[config.mk]
export PLATFORM = sky130hd
export DESIGN_NAME = rx_fifo_flowctl
export DESIGN_NICKNAME = d
export VERILOG_FILES = /design/src/rtl/rxq_pkg.sv /design/src/rtl/rxq_store.sv /design/src/rtl/rxq_levels.sv /design/src/rtl/rxq_rts.sv /design/src/rtl/rx_fifo_flowctl.sv
export SDC_FILE = /design/constraint.sdc
export NUM_CORES = 1
export LEC_CHECK = 0
export BUFFER_PORTS_ARGS = -buffer_cell sky130_fd_sc_hd__buf_4
export CAP_MARGIN = 20
export CORE_MARGIN = 10
export CORE_UTILIZATION = 45
export CTS_CLUSTER_DIAMETER = 80
export DETAILED_ROUTE_END_ITERATION = 8
export PLACE_DENSITY = 0.57
export SYNTH_ARGS = -nofsm -noshare
export SYNTH_HDL_FRONTEND = slang
export SYNTH_SLANG_ARGS = --single-unit
[constraint.sdc]
create_clock -name clk -period 11.2 [get_ports clk]
set_input_delay 1.12 -clock clk [delete_from_list [all_inputs] [get_ports clk]]
set_output_delay 1.12 -clock clk [all_outputs]
set_load 0.05 [all_outputs]
[src/rtl/rxq_pkg.sv]
package rxq_pkg;

    typedef enum logic {
        LVL_TABLE = 1'b0,
        LVL_PROG  = 1'b1
    } lvl_src_e;

    typedef struct packed {
        logic flow_off;
        logic rts_n;
    } rts_st_t;

endpackage

[src/rtl/rxq_store.sv]
module rxq_store #(
    parameter  int DEPTH = 128,
    parameter  int DW    = 8,
    localparam int CW    = $clog2(DEPTH + 1),
    localparam int AW    = $clog2(DEPTH)
) (
    input  logic          clk,
    input  logic          rst_n,
    input  logic          wr_en,
    input  logic [DW-1:0] wr_data,
    input  logic          rd_en,
    output logic [DW-1:0] rd_data,
    output logic [CW-1:0] count,
    output logic [CW-1:0] count_nxt,
    output logic          full,
    output logic          empty,
    output logic          overrun
);

    typedef struct packed {
        logic [AW-1:0] wptr;
        logic [AW-1:0] rptr;
        logic [CW-1:0] cnt;
        logic [DW-1:0] rdat;
        logic          ovr;
    } store_st_t;

    store_st_t     st_q, st_d;
    logic [DW-1:0] mem [DEPTH];
    logic          do_wr, do_rd;

    function automatic logic [AW-1:0] ptr_inc(input logic [AW-1:0] p);
        return (p == AW'(DEPTH - 1)) ? '0 : p + AW'(1);
    endfunction

    always_comb begin
        st_d   = st_q;
        do_wr  = wr_en && (st_q.cnt != CW'(DEPTH));
        do_rd  = rd_en && (st_q.cnt != '0);
        st_d.ovr = wr_en && (st_q.cnt == CW'(DEPTH));
        if (do_wr) begin
            st_d.wptr = ptr_inc(st_q.wptr);
        end
        if (do_rd) begin
            st_d.rdat = mem[st_q.rptr];
            st_d.rptr = ptr_inc(st_q.rptr);
        end
        case ({do_wr, do_rd})
            2'b10:   st_d.cnt = st_q.cnt + CW'(1);
            2'b01:   st_d.cnt = st_q.cnt - CW'(1);
            default: st_d.cnt = st_q.cnt;
        endcase
    end

    always_ff @(posedge clk or negedge rst_n) begin
        if (!rst_n) begin
            st_q <= '0;
        end else begin
            st_q <= st_d;
        end
    end

    always_ff @(posedge clk) begin
        if (do_wr) begin
            mem[st_q.wptr] <= wr_data;
        end
    end

    assign rd_data   = st_q.rdat;
    assign count     = st_q.cnt;
    assign count_nxt = st_d.cnt;
    assign full      = (st_q.cnt == CW'(DEPTH));
    assign empty     = (st_q.cnt == '0);
    assign overrun   = st_q.ovr;

endmodule

[src/rtl/rxq_levels.sv]
module rxq_levels #(
    parameter  int DEPTH = 128,
    parameter  int SEL_W = 3,
    localparam int CW    = $clog2(DEPTH + 1),
    localparam int STEP  = DEPTH / (2 ** SEL_W)
) (
    input  rxq_pkg::lvl_src_e lvl_src,
    input  logic [SEL_W-1:0]  tbl_sel,
    input  logic [CW-1:0]     prog_trig,
    input  logic [CW-1:0]     prog_hi,
    input  logic [CW-1:0]     prog_lo,
    output logic [CW-1:0]     trig,
    output logic [CW-1:0]     hi,
    output logic [CW-1:0]     lo
);

    int unsigned k;

    always_comb begin
        k = (tbl_sel == '0) ? 1 : int'(tbl_sel);
        if (lvl_src == rxq_pkg::LVL_PROG) begin
            trig = prog_trig;
            hi   = prog_hi;
            lo   = prog_lo;
        end else begin
            trig = CW'(k * STEP);
            hi   = CW'((k + 1) * STEP);
            lo   = CW'((k - 1) * STEP);
        end
    end

endmodule

[src/rtl/rxq_rts.sv]
module rxq_rts #(
    parameter int CW = 8
) (
    input  logic          clk,
    input  logic          rst_n,
    input  logic          auto_en,
    input  logic          rts_req,
    input  logic [CW-1:0] count_nxt,
    input  logic [CW-1:0] hi,
    input  logic [CW-1:0] lo,
    output logic          rts_n
);

    rxq_pkg::rts_st_t st_q, st_d;

    always_comb begin
        st_d = st_q;
        if (!(auto_en && rts_req)) begin
            st_d.flow_off = 1'b0;
        end else if (count_nxt >= hi) begin
            st_d.flow_off = 1'b1;
        end else if (count_nxt <= lo) begin
            st_d.flow_off = 1'b0;
        end
        st_d.rts_n = !rts_req || (auto_en && st_d.flow_off);
    end

    always_ff @(posedge clk or negedge rst_n) begin
        if (!rst_n) begin
            st_q.flow_off <= 1'b0;
            st_q.rts_n    <= 1'b1;
        end else begin
            st_q <= st_d;
        end
    end

    assign rts_n = st_q.rts_n;

endmodule

[src/rtl/rx_fifo_flowctl.sv]
module rx_fifo_flowctl #(
    parameter  int DEPTH = 128,
    parameter  int DW    = 8,
    parameter  int SEL_W = 3,
    localparam int CW    = $clog2(DEPTH + 1)
) (
    input  logic             clk,
    input  logic             rst_n,
    input  logic             wr_en,
    input  logic [DW-1:0]    wr_data,
    input  logic             rd_en,
    output logic [DW-1:0]    rd_data,
    input  logic             lvl_prog,
    input  logic [SEL_W-1:0] tbl_sel,
    input  logic [CW-1:0]    prog_trig,
    input  logic [CW-1:0]    prog_hi,
    input  logic [CW-1:0]    prog_lo,
    input  logic             auto_rts_en,
    input  logic             rts_req,
    output logic [CW-1:0]    count,
    output logic             full,
    output logic             empty,
    output logic             overrun,
    output logic             rx_irq,
    output logic             rts_n
);

    logic [CW-1:0] count_nxt;
    logic [CW-1:0] lvl_trig, lvl_hi, lvl_lo;
    rxq_pkg::lvl_src_e lvl_src;

    assign lvl_src = lvl_prog ? rxq_pkg::LVL_PROG : rxq_pkg::LVL_TABLE;

    rxq_store #(.DEPTH(DEPTH), .DW(DW)) u_store (
        .clk       (clk),
        .rst_n     (rst_n),
        .wr_en     (wr_en),
        .wr_data   (wr_data),
        .rd_en     (rd_en),
        .rd_data   (rd_data),
        .count     (count),
        .count_nxt (count_nxt),
        .full      (full),
        .empty     (empty),
        .overrun   (overrun)
    );

    rxq_levels #(.DEPTH(DEPTH), .SEL_W(SEL_W)) u_levels (
        .lvl_src   (lvl_src),
        .tbl_sel   (tbl_sel),
        .prog_trig (prog_trig),
        .prog_hi   (prog_hi),
        .prog_lo   (prog_lo),
        .trig      (lvl_trig),
        .hi        (lvl_hi),
        .lo        (lvl_lo)
    );

    rxq_rts #(.CW(CW)) u_rts (
        .clk       (clk),
        .rst_n     (rst_n),
        .auto_en   (auto_rts_en),
        .rts_req   (rts_req),
        .count_nxt (count_nxt),
        .hi        (lvl_hi),
        .lo        (lvl_lo),
        .rts_n     (rts_n)
    );

    assign rx_irq = (count >= lvl_trig);

endmodule

# Yosys cells after proc, flatten, opt, wreduce, memory -nomap -nowiden
# Memory sizes are Yosys's and may differ from the RTL's. A register that Yosys moved wholly into a read port is not among the register bits.
# Index checks and enable logic that the tools add are counted.
totals:
  inputBits: 42
  mem_bits_rw: 1024
  output_inout_bits: 21
  memories: 1
  register_bits: 25
op_classes:
  n_lt_le_gt_ge: 3
  n_mux: 13
  add_sub_neg: 6
  n_eq_ne: 6
  n_reduce_logical: 11
memory_table:
  columns: ["name", "depth", "width", "read_ports", "rd_ports_with_merged_regs", "write_ports", "line_no", "rtl"]
  rows:
  - ["u_store.mem", 128, 8, 1, 1, 1, "rxq_store.sv:29", "logic [DW-1:0] mem [DEPTH];"]
op_table:
  columns: ["cell", "n"]
  rows:
  - ["8-bit 2-to-1 mux", 3]
  - ["8-bit >= comparator", 2]
  - ["8-bit one-hot mux with 2 select lines", 1]
  - ["7-bit by 1-bit adder with 7-bit output (second input constant)", 2]
  - ["7-bit == test (second input constant)", 2]
  - ["7-bit 2-to-1 mux", 2]
  - ["8-bit by 1-bit adder with 8-bit output (second input constant)", 1]
  - ["8-bit == test (second input constant)", 1]
  - ["8-bit less-or-equal comparator", 1]
  - ["8-bit logical NOT", 1]
  - ["8-bit != test (second input constant)", 1]
  - ["8-bit nonzero test", 1]
  - ["8-bit by 1-bit subtractor with 8-bit output (second input constant)", 1]
  - ["1-bit 2-to-1 mux", 6]
  - ["1-bit logical AND", 5]
  - ["4-bit by 1-bit adder with 4-bit output (second input constant)", 1]
  - ["4-bit by 1-bit subtractor with 4-bit output (second input constant)", 1]
  - ["3-bit logical NOT", 1]
  - ["3-bit 2-to-1 mux", 1]
  - ["2-bit by 1-bit == test with 1-bit output (second input constant)", 1]
  - ["2-bit == test (second input constant)", 1]
  - ["1-bit logical NOT", 2]
  - ["1-bit logical OR", 1]

# Logic depth before layout (Yosys ltp)
# Gate-level depths: netlist of run 1.
logic_depth:
  ltp_word: 10
  depth_mapped: 20
  depth_no_buf: 19

# Cells and area by module
# From an unflattened synthesis of run 1, not the netlist that was laid out.
unflattened:
  cells_unflattened: 2234
  hier_area_um2: 42557.1
by_module_without_submodules:
  columns: ["mod", "n_inst", "seq_area_each_um2", "area_each_um2", "cells_per_inst"]
  rows:
  - ["rxq_store", 1, 31525.2, 41612.4, 2108]
  - ["rxq_rts", 1, 51.3, 478.0, 58]
  - ["rxq_levels", 1, 0.0, 269.0, 43]
  - ["rx_fifo_flowctl", 1, 0.0, 197.7, 25]

# Worst setup path before layout of run 1
# Ideal clock, no wire load.
synth_timing:
  path_type: "input port to flip-flop"
  startpoint: "in rd_en"
  endpoint: "reg u_rts.st_q[1] (netlist name)"
  t_arrival_ps: 4702
  cell_stages: 20
  path_slack_ps: 6369
  path_cell_list: "inv_1 a31oi_1 clkbuf_1 clkbuf_1 ha_1 ha_1 a21o_1 a21o_1 a21oi_1 o21a_1 nor3_1 nor3_1 xnor2_1 ha_1 and3_1 o21ai_0 a21oi_1 o311a_1 a311oi_1 nor2_1"
synth_lines:
  columns: ["item", "line_no", "rtl"]
  rows:
  - ["start, declared", "rx_fifo_flowctl.sv:11", "input logic rd_en,"]
  - ["end signal, assigned", "rxq_rts.sv:33", "st_q <= st_d;"]
  - ["end, declared", "rxq_rts.sv:14", "rxq_pkg::rts_st_t st_q, st_d;"]

==> results of run 1 <==
-- critical path: cells and delay by family, from the launching register on --
| kind | cells | cell delay [ns] |
|---|---|---|
| xor+xnor | 1 | 0.08 |
| flops | 1 | 0.46 |
| buf+inv | 1 | 0.24 |
| simple gates | 3 | 0.86 |
| fa+ha+maj | 3 | 1.13 |
| compound gates | 10 | 1.95 |
-- metal layers --
layer	global-route usage	vias to the layer above	routed length (um)	part of all wire
li1	-	8770	-	-
met1	0.263	11000	43500	0.42
met2	0.308	700	50000	0.48
met3	0.0389	182	6510	0.063
met4	0.0664	0	3340	0.032
met5	0	-	0	0
-- stage by stage --
step	total power [uW]	worst slack (ns)	util	instances
global placement	7970	6.16	0.469	3310
detailed placement	8000	6.09	0.469	3310
floorplan	6920	6.37	-	2090
CTS	11500	6.29	0.507	3514
finish	11400	6.34	0.508	3516
global route	11900	5.86	0.508	3516
-- state kept, by name, summed over array words and instances, names as in the netlist --
register and cells:
u_store.mem 1024, u_store.st_q 14, u_store.count 8, u_store.rd_data 8, u_rts.rts_n 1, u_rts.st_q 1, u_store.overrun 1
-- area by class of cell --
class / instances / area (sq um) / share of cell area
clock inverter: 55 / 495 / 0.0105
sequential: 1057 / 31600 / 0.670
tap: 1254 / 1570 / 0.0333
multi-input combinational: 892 / 9690 / 0.205
clock buffer: 149 / 3010 / 0.0638
timing repair buffer: 94 / 758 / 0.0161
inverter: 15 / 56.3 / 0.00119
-- layout by cell type (no fill, tap or decap), drive strengths merged, types with 3 or more instances in the layout --
cell type,count
o22ai,17
nor2b,15
nor4,9
nand2,69
edfxtp,1024
and2,11
a21o,10
nor2,167
o21bai,3
nand2b,7
dfrtp,32
mux2,6
inv,14
a21oi,36
a221oi,22
ha,35
nor3,23
clkbuf,149
a31oi,4
mux4,253
a22o,20
o21a,3
o21ai,26
nand3,19
clkinv,46
a22oi,27
and3,15
or2,4
xnor2,14
mux2i,45
nand4,6
bufinv,8
buf,94
-- cells by family after synthesis --
family                   share of synthesized area
AO/OA/AOI/OAI                               0.0315
buffers and inverters                       0.0183
flip-flops                                   0.752
adder cells (fa/ha/maj)                     0.0109
AND/OR/NAND/NOR                             0.0363
XOR/XNOR                                   0.00334
multiplexers                                 0.148
-- power groups by stage --
stage | clock network (uW) | logic [uW] | registers (uW)
final | 3550 | 3240 | 4640
after global routing | 3760 | 3450 | 4660
after CTS | 3600 | 3280 | 4650
after detailed placement | 0 | 3270 | 4730
after global placement | 0 | 3250 | 4720
after floorplan | 0 | 2330 | 4590
-- worst max path at each step --
stage                     start       endpoint  slack, ns  cells after the start
2_1_floorplan             rd_en  u_rts.st_q[1]       6.37                     20
3_3_place_gp              wr_en  u_rts.st_q[1]       6.16                     19
3_5_place_dp              wr_en  u_rts.st_q[1]       6.09                     19
4_1_cts        u_store.count[1]  u_rts.st_q[1]       6.29                     18
5_1_grt        u_store.count[0]  u_rts.st_q[1]       5.86                     18
6_report       u_store.count[1]  u_rts.st_q[1]       6.34                     18
==> Flow_metrics.wiki, run 1 <==
{| class="wikitable"
! Metric !! Value
|-
| Share of the synthesized area in the top cell type || 0.732
|-
| RSZ-0062 raised after global routing || no
|-
| Post-CTS Setup Bufs || 0
|-
| Post-DP Area || 43600 sq um
|-
| Worst-case hold slack || 0.426 ns
|-
| Initial antenna violation count || 2
|-
| Die Height || 326 um
|-
| Most frequent cell after synthesis || edfxtp_1
|-
| Latest clock arrival within the worst-skew pair || 0.68 ns
|-
| Kind of critical path || flop to flop
|-
| GRT Total Usage || 0.193
|-
| Buffers from clock root to sink, at most || 3
|-
| Run status || finished clean
|-
| Grt total ovfl || 0
|-
| Number of port buffers || 62
|-
| Reg-to-reg slack, setup || 6.34 ns
|-
| Delay of the slowest cell on the worst path || 0.58 ns
|-
| Number of max-capacitance violations reported || 0
|-
| Part of the power in the clock network || 0.311
|-
| Net switching power figure || 3600 uW
|-
| CP startpoint kind || flop
|-
| Final clock period utilization by the worst path || 0.434
|-
| Number of failing hold endpoints at the final stage || 0
|-
| Post-synthesis area per instance || 20.1 sq um
|-
| Clock tree from TritonCTS || yes
|-
| Clock slew seen by the registers of the worst setup and hold paths || 0.06 ns
|-
| First-pass GRT wire length || 151 mm
|-
| Number of antenna-violating nets in the routed design || 0
|-
| Switching share of power || 0.315
|-
| Required time at the endpoint of the critical path || 11.74 ns
|-
| Die outline width || 326 um
|-
| Endpoint of the most critical register-to-register path || u_rts.st_q[1]
|-
| Wire length after detailed routing || 103 mm
|-
| Clock tree root driver cell || clkbuf_16
|-
| P_leak || 0.0150 uW
|-
| Crit path time final || 4.86 ns
|-
| Share of synthesized area occupied by flip-flops and latches || 0.752
|-
| Power density over the cells || 242 nW/um^2
|-
| Final Net Count || 2246
|-
| Share of layout cells above drive strength 1 || 0.232
|-
| Sort of element at the end of the critical path || flop
|-
| Logic gate share of total power || 0.283
|-
| Filler cell count || 7358
|-
| Post-Route Skew || 0.0281 ns
|-
| Routed via count || 20600
|-
| Maximum number of pins on one net before global-route repair || 107
|-
| Final Wtd Congestion || 0.791
|-
| VDD IR-drop max || 0.185 mV
|-
| Internal power summed over all cells || 7830 uW
|-
| Cell type with the highest aggregate area in the netlist || edfxtp_1
|-
| Number of synthesized flops with an enable pin || 1024
|-
| Share of flip-flops with an asynchronous set or reset after synthesis || 0.0312
|-
| Total iterations of the first detailed-routing run || 5
|-
| Hold buffers post-CTS || 0
|-
| Library cells used by synthesis || 55
|-
| Data arrival time of the critical path || 5.40 ns
|-
| Number of standard cells after synthesis || 2090
|-
| Sequential share of power || 0.406
|-
| Crit path cell chain || nor4_1 -> a31oi_2 -> buf_4 -> ha_1 -> fa_1 -> a21o_1 -> a21oi_1 -> o21bai_1 -> a21oi_1 -> xor2_1 -> o21ai_0 -> ha_1 -> and3_1 -> o21ai_0 -> a21oi_1 -> o311a_1 -> a311oi_1 -> nor2_1
|-
| #FFs+latches synth || 1057
|-
| Top flip-flop cell by instance count after synthesis || edfxtp_1
|-
| Class of the tightest hold or removal check || input port to async pin
|-
| Relative slew slack || 0.301
|-
| Floorplan row count || 112
|-
| Post-Syn Nets || 2168
|-
| Maximum fanout count along the critical path || 20
|-
| Maximum level of the CTS H-tree || 3
|-
| Drt wl/cell || 29.4 um
|-
| Post-synthesis cell area || 42000 sq um
|-
| Starting Density || 0.452
|-
| Worst path most repeated cell || a21oi_1
|-
| Total of endpoints with negative setup slack in the final report || 0
|-
| IO Pins || 63
|-
| Worst R2R Path Depth || 18
|-
| Overall die area || 106000 sq um
|-
| Slew at the pin closest to its max-slew limit || 1.05 ns
|-
| Floorplan Core Area || 92900 sq um
|-
| Inserted Clock Buffers || 108
|-
| Iteration-0 DRC Markers || 1999
|-
| Vias in the first global route || 21500
|-
| Most frequent cells after synthesis || edfxtp_1, mux4_2, nor2_1
|-
| Post-detailed-route via-to-cell ratio || 5.87
|-
| CP max-delay cell || nor4_1
|-
| Total clock sinks || 1057
|-
| Startpoint of the lowest-slack register-to-register path || u_store.count[1]
|-
| ANT cells || 0
|-
| Count of final max-slew check failures || 0
|-
| Syn. warnings || 0
|-
| Area added between synthesis and finish || 12.3%
|-
| Post-route cell area || 47200 sq um
|-
| Final sum of negative setup slack || 0 ns
|-
| F_max || 0.206 GHz
|-
| DRC Markers || 0
|-
| Detail Placement HPWL || 61.8 mm
|-
| Post_cts resized || 0
|-
| Leading post-synthesis cells by cell area || edfxtp_1, mux4_2, dfrtp_1, nor2_1, mux2i_1
|}
Note: power is estimated with default switching activity, not from simulation.
==> run 2: changes to the inputs <==
--- a/config.mk
+++ b/config.mk
@@ -5,13 +5,14 @@
 export SDC_FILE = /design/constraint.sdc
 export NUM_CORES = 1
 export LEC_CHECK = 0
+export ABC_AREA = 1
 export BUFFER_PORTS_ARGS = -buffer_cell sky130_fd_sc_hd__buf_4
 export CAP_MARGIN = 20
 export CORE_MARGIN = 10
 export CORE_UTILIZATION = 45
 export CTS_CLUSTER_DIAMETER = 80
 export DETAILED_ROUTE_END_ITERATION = 8
-export PLACE_DENSITY = 0.57
+export PLACE_DENSITY = 0.59
 export SYNTH_ARGS = -nofsm -noshare
 export SYNTH_HDL_FRONTEND = slang
 export SYNTH_SLANG_ARGS = --single-unit
==> constraint.sdc (replaced) <==
create_clock -name clk -period 4.2 [get_ports clk]
set_input_delay 0.42 -clock clk [delete_from_list [all_inputs] [get_ports clk]]
set_output_delay 0.42 -clock clk [all_outputs]
set_load 0.05 [all_outputs]
==> run 2 against run 1 <==
Against the previous run: register-to-register slack worse by 5.9 ns; total power grew to 2.7 times the previous value; clock power grew to 2.6 times the previous value; clock-buffer cell count is 20 lower; combinational power grew to 2.9 times the previous value; worst hold slack worse by 0.39 ns; critical path type unchanged; largest cell class unchanged.
==> Flow_metrics.wiki, run 2 <==
{| class="wikitable"
! Metric !! Value
|-
| Final Net Count || 4205 (+87%)
|-
| Number of antenna-violating nets in the routed design || 0 (unchanged)
|-
| Count of final max-slew check failures || 0 (unchanged)
|-
| Post-Route Skew || 0.0379 ns (+0.00978 ns)
|-
| Slew at the pin closest to its max-slew limit || 1.06 ns (+0.0160 ns)
|-
| Most frequent cell after synthesis || nand2_1
|-
| Part of the power in the clock network || 0.302 (-0.009)
|-
| Data arrival time of the critical path || 4.36 ns (-1.04 ns)
|-
| Inserted Clock Buffers || 107 (-0.93%)
|-
| Syn. warnings || 0 (unchanged)
|-
| Maximum level of the CTS H-tree || 3 (unchanged)
|-
| First-pass GRT wire length || 176 mm (+17%)
|-
| Die Height || 337 um (+3.4%)
|-
| Grt total ovfl || 0 (unchanged)
|-
| ANT cells || 0 (unchanged)
|-
| Starting Density || 0.452 (about the same)
|-
| Number of failing hold endpoints at the final stage || 0 (unchanged)
|-
| Cell type with the highest aggregate area in the netlist || edfxtp_1
|-
| Post-DP Area || 46600 sq um (+7.0%)
|-
| Clock tree root driver cell || clkbuf_16
|-
| Required time at the endpoint of the critical path || 4.78 ns (-6.96 ns)
|-
| Share of the synthesized area in the top cell type || 0.682 (-0.0500)
|-
| Number of port buffers || 62 (unchanged)
|-
| Relative slew slack || 0.290 (-0.0107)
|-
| Number of max-capacitance violations reported || 0 (unchanged)
|-
| RSZ-0062 raised after global routing || no
|-
| Post-route cell area || 50100 sq um (+6.1%)
|-
| Top flip-flop cell by instance count after synthesis || edfxtp_1
|-
| Commonest cells after routing, fill and taps aside || nand2_1, edfxtp_1, nand3_1
|-
| Net switching power figure || 11100 uW (+210%)
|-
| Class of the tightest hold or removal check || input port to flop
|-
| Share of flip-flops with an asynchronous set or reset after synthesis || 0.0312 (unchanged)
|-
| Kind of critical path || flop to flop
|-
| Logic gate share of total power || 0.300 (+0.017)
|-
| Die outline width || 337 um (+3.4%)
|-
| Internal power summed over all cells || 19700 uW (+150%)
|-
| Post-detailed-route via-to-cell ratio || 5.35 (-9.0%)
|-
| Wire length after detailed routing || 117 mm (+13%)
|-
| Most common cell after layout, fill and taps aside || nand2_1
|-
| Floorplan Core Area || 99700 sq um (+7.3%)
|-
| Maximum fanout count along the critical path || 9 (-55%)
|-
| Total iterations of the first detailed-routing run || 7 (+2)
|-
| Total of endpoints with negative setup slack in the final report || 0 (unchanged)
|-
| Post-Syn Nets || 4205 (+94%)
|-
| #FFs+latches synth || 1057 (unchanged)
|-
| Post-synthesis area per instance || 10.9 sq um (-46%)
|-
| Share of synthesized area occupied by flip-flops and latches || 0.700 (-0.0514)
|-
| GRT Total Usage || 0.203 (+0.00982)
|-
| Leading post-synthesis cells by cell area || edfxtp_1, nand2_1, nand3_1, nor2_1, inv_1
|-
| Vias in the first global route || 27900 (+30%)
|-
| Post-placement worst setup slack || 0.418 ns (-5.67 ns)
|-
| Delay of the slowest cell on the worst path || 0.45 ns (-0.13 ns)
|-
| Buffers from clock root to sink, at most || 3 (unchanged)
|-
| Iteration-0 DRC Markers || 3024 (+51%)
|-
| Run status || finished clean
|-
| Detail Placement HPWL || 67.8 mm (+9.8%)
|-
| CP max-delay cell || dfrtp_1
|-
| Clock tree from TritonCTS || yes
|-
| Most frequent cells after synthesis || nand2_1, edfxtp_1, nand3_1
|-
| Final Wtd Congestion || 0.855 (+8.0%)
|-
| Kind of cell adding the most delay to the critical path || simple AND/OR/NAND/NOR gates
|-
| Register name with the most flops || u_store.mem
|-
| Number of standard cells after synthesis || 4127 (+97%)
|-
| Share of layout cells above drive strength 1 || 0.0703 (-0.161)
|-
| Clock slew seen by the registers of the worst setup and hold paths || 0.07 ns (about the same)
|-
| Final sum of negative setup slack || 0 ns (unchanged)
|-
| Setup slack of the critical path after layout || 0.424 ns (-5.92 ns)
|-
| Post-synthesis cell area || 45100 sq um (+7.3%)
|-
| Floorplan row count || 116 (+3.6%)
|-
| IO Pins || 63 (unchanged)
|-
| Latest clock arrival within the worst-skew pair || 0.69 ns (about the same)
|-
| Max reg flops || 1024 (unchanged)
|-
| Worst path most repeated cell || nand2_1
|-
| Library cells used by synthesis || 35 (-36%)
|-
| Switching share of power || 0.361 (+0.0462)
|-
| Initial antenna violation count || 1 (-1)
|-
| VDD IR-drop max || 0.512 mV (+180%)
|-
| Top Registers || u_store.mem: 1024 flops, u_store.st_q: 14 flops
|-
| Sort of element at the end of the critical path || flop
|-
| Crit path time final || 3.78 ns (-1.08 ns)
|-
| P_leak || 0.0190 uW (+27%)
|-
| Maximum number of pins on one net before global-route repair || 172 (+61%)
|-
| Final clock period utilization by the worst path || 0.899 (+0.465)
|-
| Total clock sinks || 1057 (unchanged)
|-
| Power density over the cells || 616 nW/um^2 (+150%)
|-
| Drt wl/cell || 21.1 um (-28%)
|-
| Area added between synthesis and finish || 11.0%
|-
| CP startpoint kind || flop
|-
| DRC Markers || 0 (unchanged)
|-
| Worst path bufs/invs || 1 (unchanged)
|-
| Crit path cell chain || nor2_1 -> nand2_1 -> nor3_2 -> nor2_2 -> ha_1 -> ha_1 -> nand2_1 -> nand2_1 -> a21oi_1 -> or2_2 -> nand2_1 -> a21oi_1 -> xor2_1 -> a21oi_1 -> ha_1 -> nand2_1 -> nor2_1 -> nand2_1 -> o211ai_1 -> nand3_1 -> nand2_1 -> nand2_1 -> inv_1
|-
| F_max || 0.265 GHz (+29%)
|-
| Overall die area || 113000 sq um (+6.9%)
|-
| Number of synthesized flops with an enable pin || 1024 (unchanged)
|-
| Sequential share of power || 0.398 (-0.008)
|-
| Routed via count || 29500 (+43%)
|-
| Post-CTS Setup Bufs || 0 (unchanged)
|}
## run 2: worst paths after layout
check / from / endpoint / slack (ns) / cells past startpoint
min in group asynchronous: rst_n / u_rts.st_q[1] / 0.22 / 2
hold reg to reg: u_store.st_q[26] / u_store.st_q[26] / 0.58 / 1
max in group asynchronous: rst_n / u_store.st_q[18] / 3.56 / 2
setup reg to reg: u_store.count[1] / u_rts.st_q[1] / 0.42 / 23
hold / removal: auto_rts_en / u_rts.st_q[1] / 0.04 / 5
setup / recovery: u_store.count[1] / u_rts.st_q[1] / 0.42 / 23
## run 2: cell type report
class,instances,area (sq um)
Multi-Input combinational cell,2589,11400
Clock buffer,129,2780
Fill cell,8801,49700
Clock inverter,65,596
Timing Repair Buffer,132,1200
Inverter,240,916
Sequential cell,1057,31600
Tap cell,1298,1620
## run 2: repair_timing
| action | 4_1_cts | 5_1_grt |
|---|---|---|
| hold buffers | 3 | 0 |
| resized for setup | 0 | 0 |
| endpoints found under the hold margin | 34 | 0 |
## run 2: power by group through the flow
stage / sequential, uW / combinational (uW) / clock (uW)
after floorplan: 12300 / 6090 / 0
after global placement: 12500 / 9190 / 0
after detailed placement: 12500 / 9240 / 0
after CTS: 12300 / 9270 / 9430
after global routing: 12300 / 10100 / 9860
final: 12300 / 9270 / 9320
## run 2: per-stage QoR
stage	utilization	total power [uW]	hold slack (ns)	std cells
after CTS	0.502	31000	0.0169	5509
final	0.502	30900	0.0381	5510
after global placement	0.468	21700	0.405	5312
after detailed placement	0.468	21700	0.408	5312
after floorplan	-	18300	0.124	4127
after global routing	0.502	32300	0.0521	5510
## run 2: metal layers
layer | GRT usage | routed length [um] | up-vias
li1 | - | - | 14000
met1 | 0.290 | 51300 | 14300
met2 | 0.317 | 54100 | 964
met3 | 0.0319 | 7740 | 211
met4 | 0.0594 | 3350 | 4
met5 | 0 | 34 | -
## run 2: cells by family after synthesis
family                     count (synthesis)  share of synthesized area
AOI/OAI and AO/OA                        254                     0.0327
adders and majority gates                 36                     0.0102
and+or+nand+nor                         2287                      0.207
buffers and inverters                    481                     0.0479
xor gates and xnor gates                  12                    0.00233
DFF                                     1057                      0.700
## run 2: worst min-delay path: stages
cell and delay, ns:
buf_4 0.08, nand2_1 0.04, inv_1 0.05, nand2_1 0.06, inv_1 0.05
==> run 3: changes to the inputs <==
--- a/config.mk
+++ b/config.mk
@@ -5,14 +5,13 @@
 export SDC_FILE = /design/constraint.sdc
 export NUM_CORES = 1
 export LEC_CHECK = 0
-export ABC_AREA = 1
 export BUFFER_PORTS_ARGS = -buffer_cell sky130_fd_sc_hd__buf_4
 export CAP_MARGIN = 20
 export CORE_MARGIN = 10
 export CORE_UTILIZATION = 45
 export CTS_CLUSTER_DIAMETER = 80
 export DETAILED_ROUTE_END_ITERATION = 8
-export PLACE_DENSITY = 0.59
+export PLACE_DENSITY = 0.6
 export SYNTH_ARGS = -nofsm -noshare
 export SYNTH_HDL_FRONTEND = slang
 export SYNTH_SLANG_ARGS = --single-unit
==> constraint.sdc (replaced) <==
create_clock -name clk -period 4.2 [get_ports clk]
set_input_delay 0.63 -clock clk [delete_from_list [all_inputs] [get_ports clk]]
set_output_delay 0.63 -clock clk [all_outputs]
set_load 0.05 [all_outputs]
==> run 3 against run 2 <==
Against the previous run: global-route usage decreased by 1.0 points; register-to-register slack got worse by 0.21 ns; clock power is 2.4% higher; setup slack worse by 0.21 ns; via count shrank 27%; non-clock buffer count increased by 98; design area shrank 3.3%; highest routed layer is now met4; critical path type unchanged; first-iteration DRC count shrank 26%; maximum frequency shrank 5.3%; clock-buffer cell count grew 6.
==> Flow_metrics.wiki, run 3 (synthesized netlist as in run 1, its figures left out) <==
{| class="wikitable"
! Metric !! Value
|-
| Run status || finished clean
|-
| Final clock period utilization by the worst path || 0.949 (+0.0503)
|-
| Buffers from clock root to sink, at most || 3 (unchanged)
|-
| VDD IR-drop max || 0.415 mV (-19%)
|-
| Number of port buffers || 62 (unchanged)
|-
| Share of layout cells above drive strength 1 || 0.277 (+0.207)
|-
| Post-layout instance count excluding filler cells || 3648 (-34%)
|-
| Number of antenna-violating nets in the routed design || 0 (unchanged)
|-
| Clock tree from TritonCTS || yes
|-
| IO Pins || 63 (unchanged)
|-
| Logic gate share of total power || 0.297 (-0.003)
|-
| Maximum fanout count along the critical path || 4 (-5)
|-
| Grt total ovfl || 0 (unchanged)
|-
| Placed instance count || 3444 (-35%)
|-
| Part of the power in the clock network || 0.306 (+0.004)
|-
| Routed via count || 21500 (-27%)
|-
| Clock slew seen by the registers of the worst setup and hold paths || 0.07 ns (about the same)
|-
| F_max || 0.251 GHz (-5.3%)
|-
| Switching share of power || 0.313 (-0.0479)
|-
| Area added between synthesis and finish || 15.2%
|-
| Worst-case hold slack || 0.0923 ns (+0.0541 ns)
|-
| Top Registers || u_store.mem: 1024 flops, u_store.st_q: 14 flops
|-
| Sort of element at the end of the critical path || flop
|-
| Filler cell count || 7287 (-17%)
|-
| Final Wtd Congestion || 0.890 (+4.1%)
|-
| DRC Markers || 0 (unchanged)
|-
| Worst path bufs/invs || 0 (-1)
|-
| Post-Route Skew || 0.0402 ns (+0.00230 ns)
|-
| P_leak || 0.0157 uW (-17%)
|-
| Power density over the cells || 644 nW/um^2 (+4.5%)
|-
| Reg-to-reg slack, setup || 0.21 ns (-0.21 ns)
|-
| Slew at the pin closest to its max-slew limit || 1.11 ns (+0.0506 ns)
|-
| Starting Density || 0.452 (about the same)
|-
| Iteration-0 DRC Markers || 2246 (-26%)
|-
| Crit path cell chain || nor4_4 -> a31oi_2 -> ha_4 -> ha_1 -> a21o_1 -> a21o_1 -> a21oi_2 -> o21a_1 -> o21a_1 -> nor3_2 -> xnor2_1 -> ha_1 -> and3_1 -> o21ai_0 -> a21oi_1 -> o311a_1 -> a311oi_2 -> nor2_1
|-
| Maximum number of pins on one net before global-route repair || 104 (-40%)
|-
| Most common cell after layout, fill and taps aside || edfxtp_1
|-
| Post-CTS Setup Bufs || 0 (unchanged)
|-
| Endpoint of the most critical register-to-register path || u_rts.st_q[1]
|-
| Number of failing hold endpoints at the final stage || 0 (unchanged)
|-
| Crit path time final || 3.99 ns (+0.211 ns)
|-
| Total iterations of the first detailed-routing run || 5 (-2)
|-
| Total power consumption of the routed design || 31200 uW (+1.0%)
|-
| Class of the tightest hold or removal check || input port to flop
|-
| First-pass GRT wire length || 152 mm (-14%)
|-
| Worst Hold Launch || rts_req
|-
| Inserted Clock Buffers || 107 (unchanged)
|-
| GRT Total Usage || 0.193 (-0.0100)
|-
| Post-detailed-route via-to-cell ratio || 5.88 (+10%)
|-
| CP max-delay cell || dfrtp_1
|-
| Hold endpoint || u_rts.rts_n
|-
| Kind of cell adding the most delay to the critical path || compound AO/OA/AOI/OAI gates
|-
| Latest clock arrival within the worst-skew pair || 0.69 ns (about the same)
|-
| Final Net Count || 2381 (-43%)
|-
| Initial antenna violation count || 0 (-1)
|-
| Register name with the most flops || u_store.mem
|-
| Startpoint of the lowest-slack register-to-register path || u_store.count[5]
|-
| Sequential share of power || 0.397 (about the same)
|-
| Max reg flops || 1024 (unchanged)
|-
| Maximum level of the CTS H-tree || 3 (unchanged)
|-
| Worst hold path cell count || 2 (-3)
|-
| Net switching power figure || 9770 uW (-12%)
|-
| Count of final max-slew check failures || 0 (unchanged)
|-
| Data arrival time of the critical path || 4.55 ns (+0.19 ns)
|-
| Relative slew slack || 0.259 (-0.0311)
|-
| Wire length after detailed routing || 103 mm (-12%)
|-
| Drt wl/cell || 28.2 um (+34%)
|-
| Detail Placement HPWL || 65.5 mm (-3.4%)
|-
| Delay of the slowest cell on the worst path || 0.41 ns (-0.04 ns)
|-
| Overall die area || 106000 sq um (-6.4%)
|-
| Total clock sinks || 1057 (unchanged)
|-
| Floorplan row count || 112 (-3.4%)
|-
| Commonest cells after routing, fill and taps aside || edfxtp_1, mux4_2, buf_4
|-
| CP startpoint kind || flop
|-
| Kind of critical path || flop to flop
|-
| Number of max-capacitance violations reported || 0 (unchanged)
|-
| Total of endpoints with negative setup slack in the final report || 0 (unchanged)
|-
| Final core utilization || 0.521 (+0.0188)
|-
| Vias in the first global route || 22100 (-21%)
|-
| Floorplan Core Area || 92900 sq um (-6.8%)
|-
| Internal power summed over all cells || 21400 uW (+8.6%)
|-
| Worst R2R Path Depth || 18 (-22%)
|-
| Clock tree root driver cell || clkbuf_16
|-
| Die Height || 326 um (-3.3%)
|-
| Die outline width || 326 um (-3.3%)
|-
| Required time at the endpoint of the critical path || 4.76 ns (-0.02 ns)
|}
run 3: cell types whose count changed in the layout (fill, tap and decap cells not counted), sizes merged, moves of 22 or more:
cell | before | now
a21boi | 32 | 0
a21oi | 105 | 36
a221oi | 0 | 22
a22oi | 1 | 27
buf | 129 | 229
inv | 243 | 17
mux2i | 0 | 45
mux4 | 0 | 253
nand2 | 1425 | 69
nand3 | 541 | 19
nor2 | 293 | 167
o211ai | 39 | 2
o21ai | 70 | 26
run 3: worst register-to-register path, stage by stage, from the launching register on:
cell      delay, ns
dfrtp_1        0.41
nor4_4         0.38
a31oi_2        0.19
ha_4           0.22
ha_1           0.27
a21o_1         0.15
a21o_1         0.20
a21oi_2        0.14
o21a_1         0.17
o21a_1         0.15
nor3_2         0.05
xnor2_1        0.23
ha_1           0.28
and3_1         0.16
o21ai_0        0.07
a21oi_1        0.06
o311a_1        0.35
a311oi_2       0.31
nor2_1         0.08
run 3: worst max-delay path by stage:
stage,startpoint,to,slack (ns),cells past startpoint
after floorplan,u_store.count[1],u_rts.st_q[1],0.02,20
after global placement,wr_en,u_rts.st_q[1],0.05,20
after detailed placement,wr_en,u_rts.st_q[1],-0.003,19
after CTS,u_store.count[1],u_rts.rts_n,0.06,19
after global routing,u_store.count[5],u_rts.st_q[1],-0.007,17
final,u_store.count[5],u_rts.st_q[1],0.21,18
run 3: metal layers:
layer,global-route usage,share of wire,up-vias
met3,0.0392,0.078,157
li1,-,-,9021
met5,0,0,-
met1,0.261,0.41,11300
met4,0.0603,0.026,0
met2,0.312,0.49,933
run 3: metrics by stage:
step | cell area, sq um | setup TNS (ns) | worst slack, ns
5_1_grt | 48400 | -0.00653 | -0.00653
4_1_cts | 48300 | 0 | 0.0551
3_3_place_gp | 44700 | 0 | 0.0457
2_1_floorplan | 42000 | 0 | 0.0151
6_report | 48400 | 0 | 0.213
3_5_place_dp | 44700 | -0.00263 | -0.00263
run 3: power by group through the flow:
stage,Combinational (uW),Clock (uW),Sequential [uW]
after floorplan,6220,0,12300
after global placement,9170,0,12600
after detailed placement,9260,0,12600
after CTS,9290,9690,12400
after global routing,9830,10100,12400
final,9260,9540,12400
run 3: layout make-up:
type | count | area, sq um | share of cell area
sequential | 1057 | 31600 | 0.653
multi-input combinational | 892 | 9740 | 0.201
clock buffer | 135 | 2800 | 0.0579
timing repair buffer | 230 | 1920 | 0.0397
tap | 1254 | 1570 | 0.0324
clock inverter | 64 | 714 | 0.0148
inverter | 15 | 56.3 | 0.00116
antenna | 1 | 2.50 | 0.0000517
run 3: what timing repair did:
action | CTS | global route
hold buffers | 1 | 0
resized for setup | 0 | 12
endpoints found under the hold margin | 32 | 0
setup endpoints to repair | 0 | 2
